## config.mk

```make
export PLATFORM = sky130hd
export DESIGN_NAME = trace_nibble_rx
export DESIGN_NICKNAME = d
export VERILOG_FILES = /design/src/rtl/trace_rx_pkg.sv /design/src/rtl/trc_sync.sv /design/src/rtl/trc_packer.sv /design/src/rtl/trc_out_slot.sv /design/src/rtl/trace_nibble_rx.sv
export SDC_FILE = /design/constraint.sdc
export NUM_CORES = 1
export LEC_CHECK = 0
export CORE_ASPECT_RATIO = 0.5
export CORE_MARGIN = 2
export CORE_UTILIZATION = 50
export CTS_BUF_LIST = sky130_fd_sc_hd__clkbuf_2
export DETAILED_ROUTE_END_ITERATION = 10
export PLACE_DENSITY_LB_ADDON = 0.15
export SETUP_SLACK_MARGIN = 0.2
export SLEW_MARGIN = 20
export SYNTH_ARGS = -nofsm -noshare
export SYNTH_HDL_FRONTEND = slang
export SYNTH_SLANG_ARGS = --single-unit
```

## constraint.sdc

```tcl
create_clock -name clk -period 1.6 [get_ports clk]
set_input_delay 0.32 -clock clk [delete_from_list [all_inputs] [get_ports clk]]
set_output_delay 0.32 -clock clk [all_outputs]
set_load 0.02 [all_outputs]
```

## src/rtl/trace_rx_pkg.sv

```systemverilog
// Package: default dimensions of the trace capture receiver.
// Assumes nothing; holds constants shared by the modules and the checker.
package trace_rx_pkg;
    localparam int NIB_W_DEF    = 4;
    localparam int MAX_NIBS_DEF = 8;
    localparam int SYNC_STG_DEF = 2;
endpackage

```

## src/rtl/trc_sync.sv

```systemverilog
// Module: multi-stage synchronizer for a bus of independent asynchronous bits.
// Assumes each bit is a quasi-static level or slow toggle relative to clk;
// bits are not coherent with each other beyond what oversampling provides.
module trc_sync #(
    parameter int          W      = 6,
    parameter int          STAGES = 2,
    parameter logic [W-1:0] RST_VAL = '0
) (
    input  logic         clk,
    input  logic         rst_n,
    input  logic [W-1:0] async_i,
    output logic [W-1:0] sync_o
);
    logic [W-1:0] chain [STAGES];

    // First stage: capture asynchronous inputs.
    always_ff @(posedge clk) begin
        if (!rst_n) chain[0] <= RST_VAL;
        else        chain[0] <= async_i;
    end

    // Further stages: shift toward the output to settle metastability.
    for (genvar g = 1; g < STAGES; g++) begin : g_stage
        always_ff @(posedge clk) begin
            if (!rst_n) chain[g] <= RST_VAL;
            else        chain[g] <= chain[g-1];
        end
    end

    assign sync_o = chain[STAGES-1];
endmodule

```

## src/rtl/trc_packer.sv

```systemverilog
// Module: collects nibbles on detected trace-clock rises while the strobe is
// low and closes the frame on a rise with the strobe high.
// Assumes rise_i is a one-cycle pulse and nib_i/sync_n_i are synchronized.
module trc_packer #(
    parameter int NIB_W    = 4,
    parameter int MAX_NIBS = 8,
    parameter int ADDR_W   = NIB_W * MAX_NIBS,
    parameter int CNT_W    = $clog2(MAX_NIBS + 1)
) (
    input  logic              clk,
    input  logic              rst_n,
    input  logic              rise_i,
    input  logic              sync_n_i,
    input  logic [NIB_W-1:0]  nib_i,
    output logic              done_o,
    output logic [ADDR_W-1:0] addr_o,
    output logic [CNT_W-1:0]  cnt_o,
    output logic              err_o
);
    localparam logic [CNT_W-1:0] MAX_C = CNT_W'(MAX_NIBS);

    logic [ADDR_W-1:0] shift_q;
    logic [CNT_W-1:0]  cnt_q;

    // Frame assembly: shift in nibbles, flag surplus, hand off at frame end.
    always_ff @(posedge clk) begin
        if (!rst_n) begin
            shift_q <= '0;
            cnt_q   <= '0;
            done_o  <= 1'b0;
            addr_o  <= '0;
            cnt_o   <= '0;
            err_o   <= 1'b0;
        end else begin
            done_o <= 1'b0;
            if (rise_i) begin
                if (!sync_n_i) begin
                    if (cnt_q < MAX_C) begin
                        shift_q <= {shift_q[ADDR_W-NIB_W-1:0], nib_i};
                        cnt_q   <= cnt_q + 1'b1;
                    end else begin
                        err_o <= 1'b1;
                    end
                end else if (cnt_q != '0) begin
                    done_o  <= 1'b1;
                    addr_o  <= shift_q;
                    cnt_o   <= cnt_q;
                    shift_q <= '0;
                    cnt_q   <= '0;
                end
            end
        end
    end
endmodule

```

## src/rtl/trc_out_slot.sv

```systemverilog
// Module: one-entry output register with valid/ready and sticky overflow.
// Assumes done_i is a one-cycle pulse; a frame arriving while full is lost.
module trc_out_slot #(
    parameter int ADDR_W = 32,
    parameter int CNT_W  = 4
) (
    input  logic              clk,
    input  logic              rst_n,
    input  logic              done_i,
    input  logic [ADDR_W-1:0] addr_i,
    input  logic [CNT_W-1:0]  cnt_i,
    input  logic              ready_i,
    output logic              valid_o,
    output logic [ADDR_W-1:0] addr_o,
    output logic [CNT_W-1:0]  cnt_o,
    output logic              ovf_o
);
    // Entry load, consume and overflow tracking.
    always_ff @(posedge clk) begin
        if (!rst_n) begin
            valid_o <= 1'b0;
            addr_o  <= '0;
            cnt_o   <= '0;
            ovf_o   <= 1'b0;
        end else begin
            if (valid_o && ready_i) valid_o <= 1'b0;
            if (done_i) begin
                if (valid_o && !ready_i) begin
                    ovf_o <= 1'b1;
                end else begin
                    valid_o <= 1'b1;
                    addr_o  <= addr_i;
                    cnt_o   <= cnt_i;
                end
            end
        end
    end
endmodule

```

## src/rtl/trace_nibble_rx.sv

```systemverilog
// Module: top of the oversampled trace receiver. Synchronizes the port lines,
// detects trace-clock rises, assembles frames and presents the address.
// Assumes clk runs at least four times the trace clock rate.
module trace_nibble_rx
    import trace_rx_pkg::*;
#(
    parameter int NIB_W    = NIB_W_DEF,
    parameter int MAX_NIBS = MAX_NIBS_DEF,
    parameter int SYNC_STG = SYNC_STG_DEF,
    parameter int ADDR_W   = NIB_W * MAX_NIBS,
    parameter int CNT_W    = $clog2(MAX_NIBS + 1)
) (
    input  logic              clk,
    input  logic              rst_n,
    input  logic              tgt_clk_i,
    input  logic              tgt_sync_n_i,
    input  logic [NIB_W-1:0]  tgt_data_i,
    output logic [ADDR_W-1:0] addr_o,
    output logic [CNT_W-1:0]  nib_cnt_o,
    output logic              valid_o,
    input  logic              ready_i,
    output logic              ovf_o,
    output logic              err_o
);
    localparam int BUS_W = NIB_W + 2;
    localparam logic [BUS_W-1:0] BUS_RST = {1'b0, 1'b1, {NIB_W{1'b0}}};

    logic [BUS_W-1:0]  bus_s;
    logic              tclk_s, sync_n_s, tclk_d, rise;
    logic [NIB_W-1:0]  nib_s;
    logic              done;
    logic [ADDR_W-1:0] frame_addr;
    logic [CNT_W-1:0]  frame_cnt;

    trc_sync #(.W(BUS_W), .STAGES(SYNC_STG), .RST_VAL(BUS_RST)) u_sync (
        .clk(clk), .rst_n(rst_n),
        .async_i({tgt_clk_i, tgt_sync_n_i, tgt_data_i}),
        .sync_o(bus_s)
    );

    assign {tclk_s, sync_n_s, nib_s} = bus_s;

    // Previous synchronized trace-clock sample for rise detection.
    always_ff @(posedge clk) begin
        if (!rst_n) tclk_d <= 1'b0;
        else        tclk_d <= tclk_s;
    end

    assign rise = tclk_s & ~tclk_d;

    trc_packer #(.NIB_W(NIB_W), .MAX_NIBS(MAX_NIBS), .ADDR_W(ADDR_W),
                 .CNT_W(CNT_W)) u_pack (
        .clk(clk), .rst_n(rst_n), .rise_i(rise), .sync_n_i(sync_n_s),
        .nib_i(nib_s), .done_o(done), .addr_o(frame_addr),
        .cnt_o(frame_cnt), .err_o(err_o)
    );

    trc_out_slot #(.ADDR_W(ADDR_W), .CNT_W(CNT_W)) u_slot (
        .clk(clk), .rst_n(rst_n), .done_i(done), .addr_i(frame_addr),
        .cnt_i(frame_cnt), .ready_i(ready_i), .valid_o(valid_o),
        .addr_o(addr_o), .cnt_o(nib_cnt_o), .ovf_o(ovf_o)
    );
endmodule

```

Yosys cells after proc, flatten, opt, wreduce, memory -nomap -nowiden:

Memories as Yosys holds them, arrays and structs flattened.
Index checks and enable logic that the tools add are counted.

* flip-flop bits (word level): 113
* bits in writable memories: 12
* bits of input ports: 9
* output and inout port bits: 39
* logic and storage cells: 47
* memories: 1

Memory list
* u_sync.chain: depth 2, bits a word 6, rd ports 2, clocked after memory_dff 0, write ports 2, RTL line trc_sync.sv:14 `logic [W-1:0] chain [STAGES];`

* $add $sub $neg: 1
* magnitude comparators: 1
* equal/unequal tests: 1
* mux-type cells: 14
* bitwise gates (word level): 7
* reductions and logical operators: 11

Operator list (count)
* $mux 32: 3
* $mux 4: 3
* $mux 6: 2
* $reduce_and 3->1: 4
* $mux 1: 6
* $add 4x1->4 const B: 1
* $lt 4x4->1 const B: 1
* $not 1->1: 4
* $reduce_and 2->1: 2
* $reduce_bool 4->1: 1
* $logic_and 1x1->1: 2
* $ne 2x1->1 const B: 1
* $or 1x1->1: 2
* $reduce_bool 2->1: 1
* $and 1x1->1: 1
* $logic_not 1->1: 1

Longest topological paths before layout:

Gate-level depths: netlist (run 1).

* depth after elaboration: 4
* depth in mapped cells: 6
* gate-level depth less buffers: 4

Hierarchy:

Synthesis (run 1) repeated with hierarchy kept, for this count alone.

* cells, all modules: 456
* area, all modules: 4610.7 um2

Modules (own cells, without submodules)
* trc_packer: times used 1, cells an instance 265, area each 2682.6 um2, sequential area each 1481.4 um2
* trc_out_slot: times used 1, cells an instance 163, area each 1554.0 um2, sequential area each 760.7 um2
* trc_sync: times used 1, cells an instance 25, area each 334.1 um2, sequential area each 240.2 um2
* trace_nibble_rx: times used 1, cells an instance 3, area each 40.0 um2, sequential area each 20.0 um2

Worst setup path after synthesis (run 1):

OpenSTA, ideal clock, no wires.

* kind: flip-flop to flip-flop
* start point: register u_pack.cnt_q[0]
* end point: register u_pack.shift_q[10]
* library setup time: 72 ps
* arrival time: 1386 ps
* required time: 1528 ps
* path slack: 143 ps
* stages on the path, launching flop included: 6
* path buffers: 1
* period minus slack after synthesis: 1457 ps
* path through: dfxtp_1 inv_1 ha_1 a311oi_4 buf_6 mux2i_1

* cells in the longest elaborated chain, start to end: 3
* elaborated cells on any way between the ends: 5
* those cells by class: order compare (1); eq/ne (1); reduce/logical (3)

RTL lines
* start: declaration: RTL line trc_packer.sv:23 `logic [CNT_W-1:0] cnt_q;`
* start signal: assignment: RTL line trc_packer.sv:40 `cnt_q <= cnt_q + 1'b1;`
* $lt 4x4->1 / $reduce_bool 4->1 (equally long branches): RTL line trc_packer.sv:38, trc_packer.sv:44
* $reduce_bool 2->1 (no source line) / $ne 2x1->1 (equally long branches)
* $reduce_and 3->1 (no source line) *
* end signal: assignment: RTL line trc_packer.sv:39 `shift_q <= {shift_q[ADDR_W-NIB_W-1:0], nib_i};`
* end: declaration: RTL line trc_packer.sv:22 `logic [ADDR_W-1:0] shift_q;`

Every way passes the cells marked *; elsewhere a longest branch is shown, timed or not.
A chain may end at the register's enable or synchronous reset.

Worst setup path in the final report (run 1):

* start point: register u_slot.addr_o[2]
* end point: output port addr_o[2]

RTL lines
* start: declaration: RTL line trc_out_slot.sv:14 `output logic [ADDR_W-1:0] addr_o,`
* start signal: assignment: RTL line trc_out_slot.sv:32 `addr_o <= addr_i;`
* end: declaration: RTL line trace_nibble_rx.sv:18 `output logic [ADDR_W-1:0] addr_o,`

No word-level cell between the ends.

==> impl_metrics.py, run 1 <==
metrics = {
    "worst_setup_path": {
        "ff2ff_path_depth": 4,
        "worstPathCellList": "buf_6",
        "r2r_start": "tclk_d",
        "crit_required_ns": 1.28,
        "critPathTopFamily": "flip-flops",
        "r2r-end": "u_pack.shift_q[24]",
        "cpMaxStageDelayCell": "dfxtp_2",
        "worst-path-buf-inv": 1,
        "r2r_slack_ns": 0.13,
        "cp_slowest_stage_delay_ns": 0.38,
        "crit_type": "reg2out",
        "crit_arrival_ns": 1.18,
        "endpoint_kind": "primary output",
        "worstPathMaxFanout": 2,
        "startpoint_type": "flop",
    },
    "clock_tree": {
        "worstSkewPairLatency_ns": 0.69,
        "clockRootBuffer": "clkbuf_2",
        "cts_inserted_buffers": 17,
        "clock_path_buffers": 2,
        "clk_pin_slew_ns": 0.18,
        "cts.sinks": 125,
        "cts_tree": "yes",
        "htreeDepth": 4,
    },
    "sta": {
        "worst_slew_pin_slew_ns": 0.4648,
        "fin_crit_ns": 1.495,
        "maxSlewHeadroom_pct": 69.02,
        "final-hold-violation-count": 0,
        "maxSlewViolCount": 0,
        "period_share_pct": 93.45,
        "setup_viol": 0,
        "grt_setup_unrepaired": "true",
        "max_freq_ghz": 0.6688,
        "tns_ns": 0,
        "skew_ns": 0.01913,
    },
    "floorplan": {
        "io_pins": 48,
        "die_y_microns": 73.25,
        "start_util_pct": 51.09,
        "die-area_sq_um": 10440,
        "coreArea_sq_um": 9384,
        "num_rows": 25,
        "die-width_microns": 142.5,
    },
    "grt": {
        "grt-ovfl-total": 0,
        "grt_pass1_wl_mm": 18.27,
        "antenna_found_initial": 1,
        "grtUsageTotal_pct": 23.10,
        "grt_pass1_vias": 3527,
        "grt_max_degree": 46,
    },
    "min_path": {
        "hold_path_depth": 2,
        "hp-class": "in2reg",
        "hold_end": "u_sync.chain[0][4]",
        "min_from": "tgt_sync_n_i",
    },
    "placement": {
        "place_congestion": 0.7568,
        "hpwl_mm": 6.046,
        "port_buffers": 47,
    },
    "synthesis": {
        "async_reset_ff_share_pct": 0,
        "ys_ff_latch": 125,
        "synth_edf_count": 0,
        "synth.distinct_cells": 30,
        "synthTopCellsByArea": "dfxtp_1 52%, mux2i_1 11%, nand2_1 5.9%, nand3_1 4.4%, a21oi_1 4.0%",
        "netlist_area_sq_um": 4795,
        "ys_warn_count": 0,
        "synth_ff_type": "dfxtp_1",
        "yosysSeqAreaShare_pct": 52.19,
        "synth.most_common_cell": "dfxtp_1",
        "syn_inst": 499,
        "syn-num-nets": 510,
        "synth_top_area_share_pct": 52.19,
        "post-synth-top-area-cell": "dfxtp_1",
        "avgSynthCellArea_sq_um": 9.608,
        "synth_common_cells": "125 x dfxtp_1, 76 x nand2_1, 55 x mux2i_1",
    },
    "detailed_routing": {
        "vias": 3809,
        "drtIter0Drc": 230,
        "drc_errors": 0,
        "post_drt_via_cell_ratio": 5.418,
        "firstDrtPassIters": 6,
        "wl_per_cell_microns": 16.92,
        "ant_nets": 0,
        "wl_mm": 11.89,
    },
    "status": {
        "status": "complete, no violations",
    },
    "power_and_ir_drop": {
        "leakage_nw": 2.162,
        "p_per_area_nw_per_um2": 849.7,
        "vdd_drop_max_v": 0.0005390,
    },
    "final_layout": {
        "nets": 579,
        "drive_gt1_share_pct": 32.53,
        "fill_cells": 748,
        "areaGrowthSynthToFinish_pct": 31.32,
        "utilization_pct": 67.09,
    },
    "run": {
        "maxCapViolations": 0,
    },
}
[flip-flops by register name, summed over array words and instances (netlist names), 4 cells and up]
| name | count |
|---|---|
| u_pack.addr_o | 32 |
| u_pack.shift_q | 32 |
| u_slot.addr_o | 32 |
| u_sync.chain | 12 |
| u_pack.cnt_o | 4 |
| u_pack.cnt_q | 4 |
| u_slot.cnt_o | 4 |
[power breakdown]
part | switching (mW) | internal (mW)
Clock | 1.19 | 0.847
Combinational | 0.104 | 0.0824
Sequential | 0.00764 | 3.12
Total | 1.30 | 4.05
[kinds of logic after synthesis]
family	count (synthesis)	share of synthesized area (%)
buf+inv	50	5.271
mux	55	11.48
fa+ha+maj	2	0.5218
flops	125	52.19
compound gates	94	11.82
simple gates	173	18.71
[layout make-up]
class                   count  area (sq um)  area share [%]
diodes                      1         2.502         0.03975
clock buffers              18         90.09           1.431
clock inverters            14         151.4           2.405
inverters                   4         15.01          0.2385
multi-input cells         327          2131           33.84
flip-flops and latches    125          2572           40.86
well taps                 121         151.4           2.405
repair buffers             93          1182           18.78
[metrics by stage]
| stage | area (sq um) | hold slack (ns) | setup WS, ns | std cells | total power, mW |
|---|---|---|---|---|---|
| floorplan | 4801 | 0.3863 | 0.2049 | 499 | 3.296 |
| global placement | 5419 | 0.3926 | 0.08424 | 640 | 3.355 |
| detailed placement | 5419 | 0.3917 | 0.06647 | 640 | 3.356 |
| CTS | 6175 | 0.1385 | 0.05745 | 696 | 5.375 |
| global route | 6296 | 0.1281 | 0.02144 | 703 | 5.535 |
| finish | 6296 | 0.1784 | 0.1048 | 703 | 5.349 |
[worst max-delay path by stage]
stage / from / end / slack, ns / cells after the start
final: u_slot.addr_o[2] / addr_o[2] / 0.10 / 1
after global routing: u_slot.addr_o[0] / addr_o[0] / 0.02 / 1
after CTS: u_slot.addr_o[28] / addr_o[28] / 0.06 / 1
after detailed placement: ready_i / u_slot.addr_o[6] / 0.07 / 5
after global placement: ready_i / u_slot.addr_o[4] / 0.08 / 5
after floorplan: u_sync.chain[1][4] / u_pack.shift_q[24] / 0.20 / 6
[cell usage in the layout (no fill, tap or decap), drive strengths merged, types with 2 or more instances in the layout]
cell           netlist  routed
inv                  4       4
nand3b              23      23
mux2i               55      55
a21oi               39      39
clkbuf              26      19
clkinv               0       7
nand3               49      49
dfxtp              125     125
buf                 20      84
nand2               76      76
and2                12      12
clkinvlp             0       4
nand2b               5       5
bufinv               0       3
or4b                 1       4
clkdlybuf4s50        0       7
o22ai               15      15
o21ai               36      36
ha                   2       2
nor2b                2       2
nor2                 3       3
[layer usage]
layer / global-route usage [%] / share of wire, % / vias to the layer above
met5: 0 / 0 / -
met4: 6.601 / 1.6 / 0
met3: 6.562 / 7.8 / 18
met2: 33.81 / 42 / 120
met1: 33.36 / 49 / 1784
li1: - / - / 1887
[timing repair]
item	4_1_cts	5_1_grt
pin swaps	3	4
endpoints found under the hold margin	4	0
setup buffers	16	3
hold buffers	1	0
setup endpoints to repair	103	98
gates cloned	7	3
gates resized for setup	301	11
No activity file was read; power rests on OpenSTA's default activity.
==> run 2: changes to the inputs <==
--- a/config.mk
+++ b/config.mk
@@ -5,6 +5,7 @@
 export SDC_FILE = /design/constraint.sdc
 export NUM_CORES = 1
 export LEC_CHECK = 0
+export CAP_MARGIN = 20
 export CORE_ASPECT_RATIO = 0.5
 export CORE_MARGIN = 2
 export CORE_UTILIZATION = 50
@@ -16,3 +17,4 @@
 export SYNTH_ARGS = -nofsm -noshare
 export SYNTH_HDL_FRONTEND = slang
 export SYNTH_SLANG_ARGS = --single-unit
+export TNS_END_PERCENT = 100
==> constraint.sdc (replaced) <==
create_clock -name clk -period 1.4 [get_ports clk]
set_input_delay 0.28 -clock clk [delete_from_list [all_inputs] [get_ports clk]]
set_output_delay 0.28 -clock clk [all_outputs]
set_load 0.02 [all_outputs]
==> run 2 against run 1 <==
Net effect:
- critical endpoint is now u_pack.shift_q[24]
- highest routed layer unchanged
- wire length grew 27%
- sequential share of layout area fell by 5.7 points
- clock power grew 18%
- register-to-register slack got worse by 0.28 ns
- worst hold slack lost 0.047 ns
- cell area up 16%
- the flow now finishes with violations (negative setup slack)
- setup slack lost 0.25 ns
- power is 16% higher
- largest cell class is now multi-input gates
==> impl_metrics.py, run 2 (same netlist as run 1, synthesis figures left out) <==
metrics = {
    "detailed_routing": {
        "ant_nets": 0,
        "wl_per_cell_microns": 20.58,
        "drc_errors": 0,
        "firstDrtPassIters": 5,
        "post_drt_via_cell_ratio": 5.673,
        "wl_mm": 15.06,
        "vias": 4153,
        "drtIter0Drc": 293,
    },
    "clock_tree": {
        "clk_pin_slew_ns": 0.19,
        "cts_inserted_buffers": 17,
        "clockRootBuffer": "clkbuf_2",
        "worstSkewPairLatency_ns": 0.71,
        "htreeDepth": 4,
        "cts.sinks": 125,
        "clock_path_buffers": 2,
        "cts_tree": "yes",
    },
    "sta": {
        "maxSlewViolCount": 0,
        "setup_viol": 109,
        "tns_ns": -6.485,
        "finalWorstSetupSlack_ns": -0.1496,
        "period_share_pct": 110.7,
        "maxSlewHeadroom_pct": 68.54,
        "grt_setup_unrepaired": "true",
        "worst_slew_pin_slew_ns": 0.4719,
        "final-hold-violation-count": 0,
        "max_freq_ghz": 0.6453,
        "skew_ns": 0.03750,
        "fin_crit_ns": 1.550,
    },
    "final_layout": {
        "multi_input_area_sq_um": 2610,
        "mostFrequentLayoutCell": "dfxtp_1",
        "areaGrowthSynthToFinish_pct": 52.06,
        "largestRegisters": "u_pack.addr_o x32, u_pack.shift_q x32, u_slot.addr_o x32",
        "nets": 608,
        "final_cell_mix": "80 x dfxtp_1, 76 x nand2_1, 58 x buf_6, 55 x mux2i_1, 43 x dfxtp_2",
        "drive_gt1_share_pct": 50.16,
        "register_area_sq_um": 2564,
        "fill_cells": 596,
    },
    "grt": {
        "grt_pass1_wl_mm": 17.83,
        "grt-ovfl-total": 0,
        "antenna_found_initial": 1,
        "grtUsageTotal_pct": 22.88,
        "grt_pass1_vias": 3308,
        "grt_max_degree": 39,
    },
    "placement": {
        "dpl_worst_slack_ns": -0.09580,
        "hpwl_mm": 6.320,
        "port_buffers": 47,
        "place_congestion": 0.7984,
    },
    "floorplan": {
        "die-width_microns": 142.5,
        "num_rows": 25,
        "io_pins": 48,
        "die_y_microns": 73.25,
        "die-area_sq_um": 10440,
        "start_util_pct": 51.09,
        "coreArea_sq_um": 9384,
    },
    "status": {
        "violations": "negative setup slack",
        "status": "finished with violations",
    },
    "worst_setup_path": {
        "worstPathMaxFanout": 6,
        "crit_required_ns": 1.99,
        "r2r_start": "u_pack.cnt_q[3]",
        "r2r-end": "u_pack.shift_q[24]",
        "crit_arrival_ns": 2.14,
        "startpoint_type": "flop",
        "crit_type": "reg2reg",
        "r2r_slack_ns": -0.15,
        "ff2ff_path_depth": 5,
        "endpoint_kind": "flop",
    },
    "power_and_ir_drop": {
        "leakage_nw": 2.467,
        "power.total_mw": 6.201,
        "vdd_drop_max_v": 0.0005922,
        "p_per_area_nw_per_um2": 850.6,
    },
    "min_path": {
        "min_from": "tgt_sync_n_i",
        "hp-class": "in2reg",
        "hold_path_depth": 2,
        "hold_end": "u_sync.chain[0][4]",
    },
    "run": {
        "maxCapViolations": 0,
    },
}
[run 2: routing by layer]
metal	global-route usage, %	part of all wire (%)	up-vias
met1	34.74	47	2011
met3	5.971	7.6	31
met2	31.84	43	161
met5	0	0	-
li1	-	-	1950
met4	6.271	2.2	0
[run 2: final cells by class]
class                      count  share of cell area (%)
clock buffer                  19                   1.304
antenna                        1                 0.03432
sequential                   125                   35.16
inverter                       4                  0.2059
timing repair buffer         125                   23.37
tap                          121                   2.077
multi-input combinational    324                   35.80
clock inverter                13                   2.042
[run 2: worst max-delay path by stage]
stage                       start            endpoint  slack, ns  cells past startpoint
2_1_floorplan  u_sync.chain[1][4]  u_pack.shift_q[24]      0.005                      6
3_3_place_gp              ready_i   u_slot.addr_o[12]      -0.11                      5
3_5_place_dp              ready_i   u_slot.addr_o[14]       -0.1                      5
4_1_cts          u_slot.addr_o[9]           addr_o[9]      -0.10                      1
5_1_grt           u_pack.cnt_q[3]  u_pack.shift_q[24]      -0.18                      5
6_report          u_pack.cnt_q[3]  u_pack.shift_q[24]      -0.15                      5
[run 2: worst max-delay path, cell delays in order (launching register included)]
cell and delay [ns]:
dfxtp_2 0.37, buf_4 0.13, or4b_4 0.60, clkbuf_16 0.21
nand3_2 0.06, o22ai_2 0.07
[run 2: repair_timing]
action	4_1_cts	5_1_grt
gates cloned	6	19
hold buffers	1	0
pin swaps	2	64
setup buffers	13	13
gates resized for setup	296	153
setup endpoints to repair	111	147
hold endpoints to repair	10	0
[run 2: through the flow]
| step | instances | cell area (sq um) | utilization, % | hold WS [ns] |
|---|---|---|---|---|
| 2_1_floorplan | 499 | 4861 | - | 0.3815 |
| 3_3_place_gp | 647 | 5534 | 58.97 | 0.3920 |
| 3_5_place_dp | 647 | 5534 | 58.97 | 0.3964 |
| 4_1_cts | 699 | 6248 | 66.59 | 0.1206 |
| 5_1_grt | 732 | 7291 | 77.69 | 0.09506 |
| 6_report | 732 | 7291 | 77.69 | 0.1319 |
[run 2: power breakdown]
group	internal (mW)	leakage [nW]	switching [mW]
Sequential	3.57	1.03	0.00821
Clock	0.989	0.153	1.40
Combinational	0.101	1.28	0.132
Total	4.67	2.47	1.54
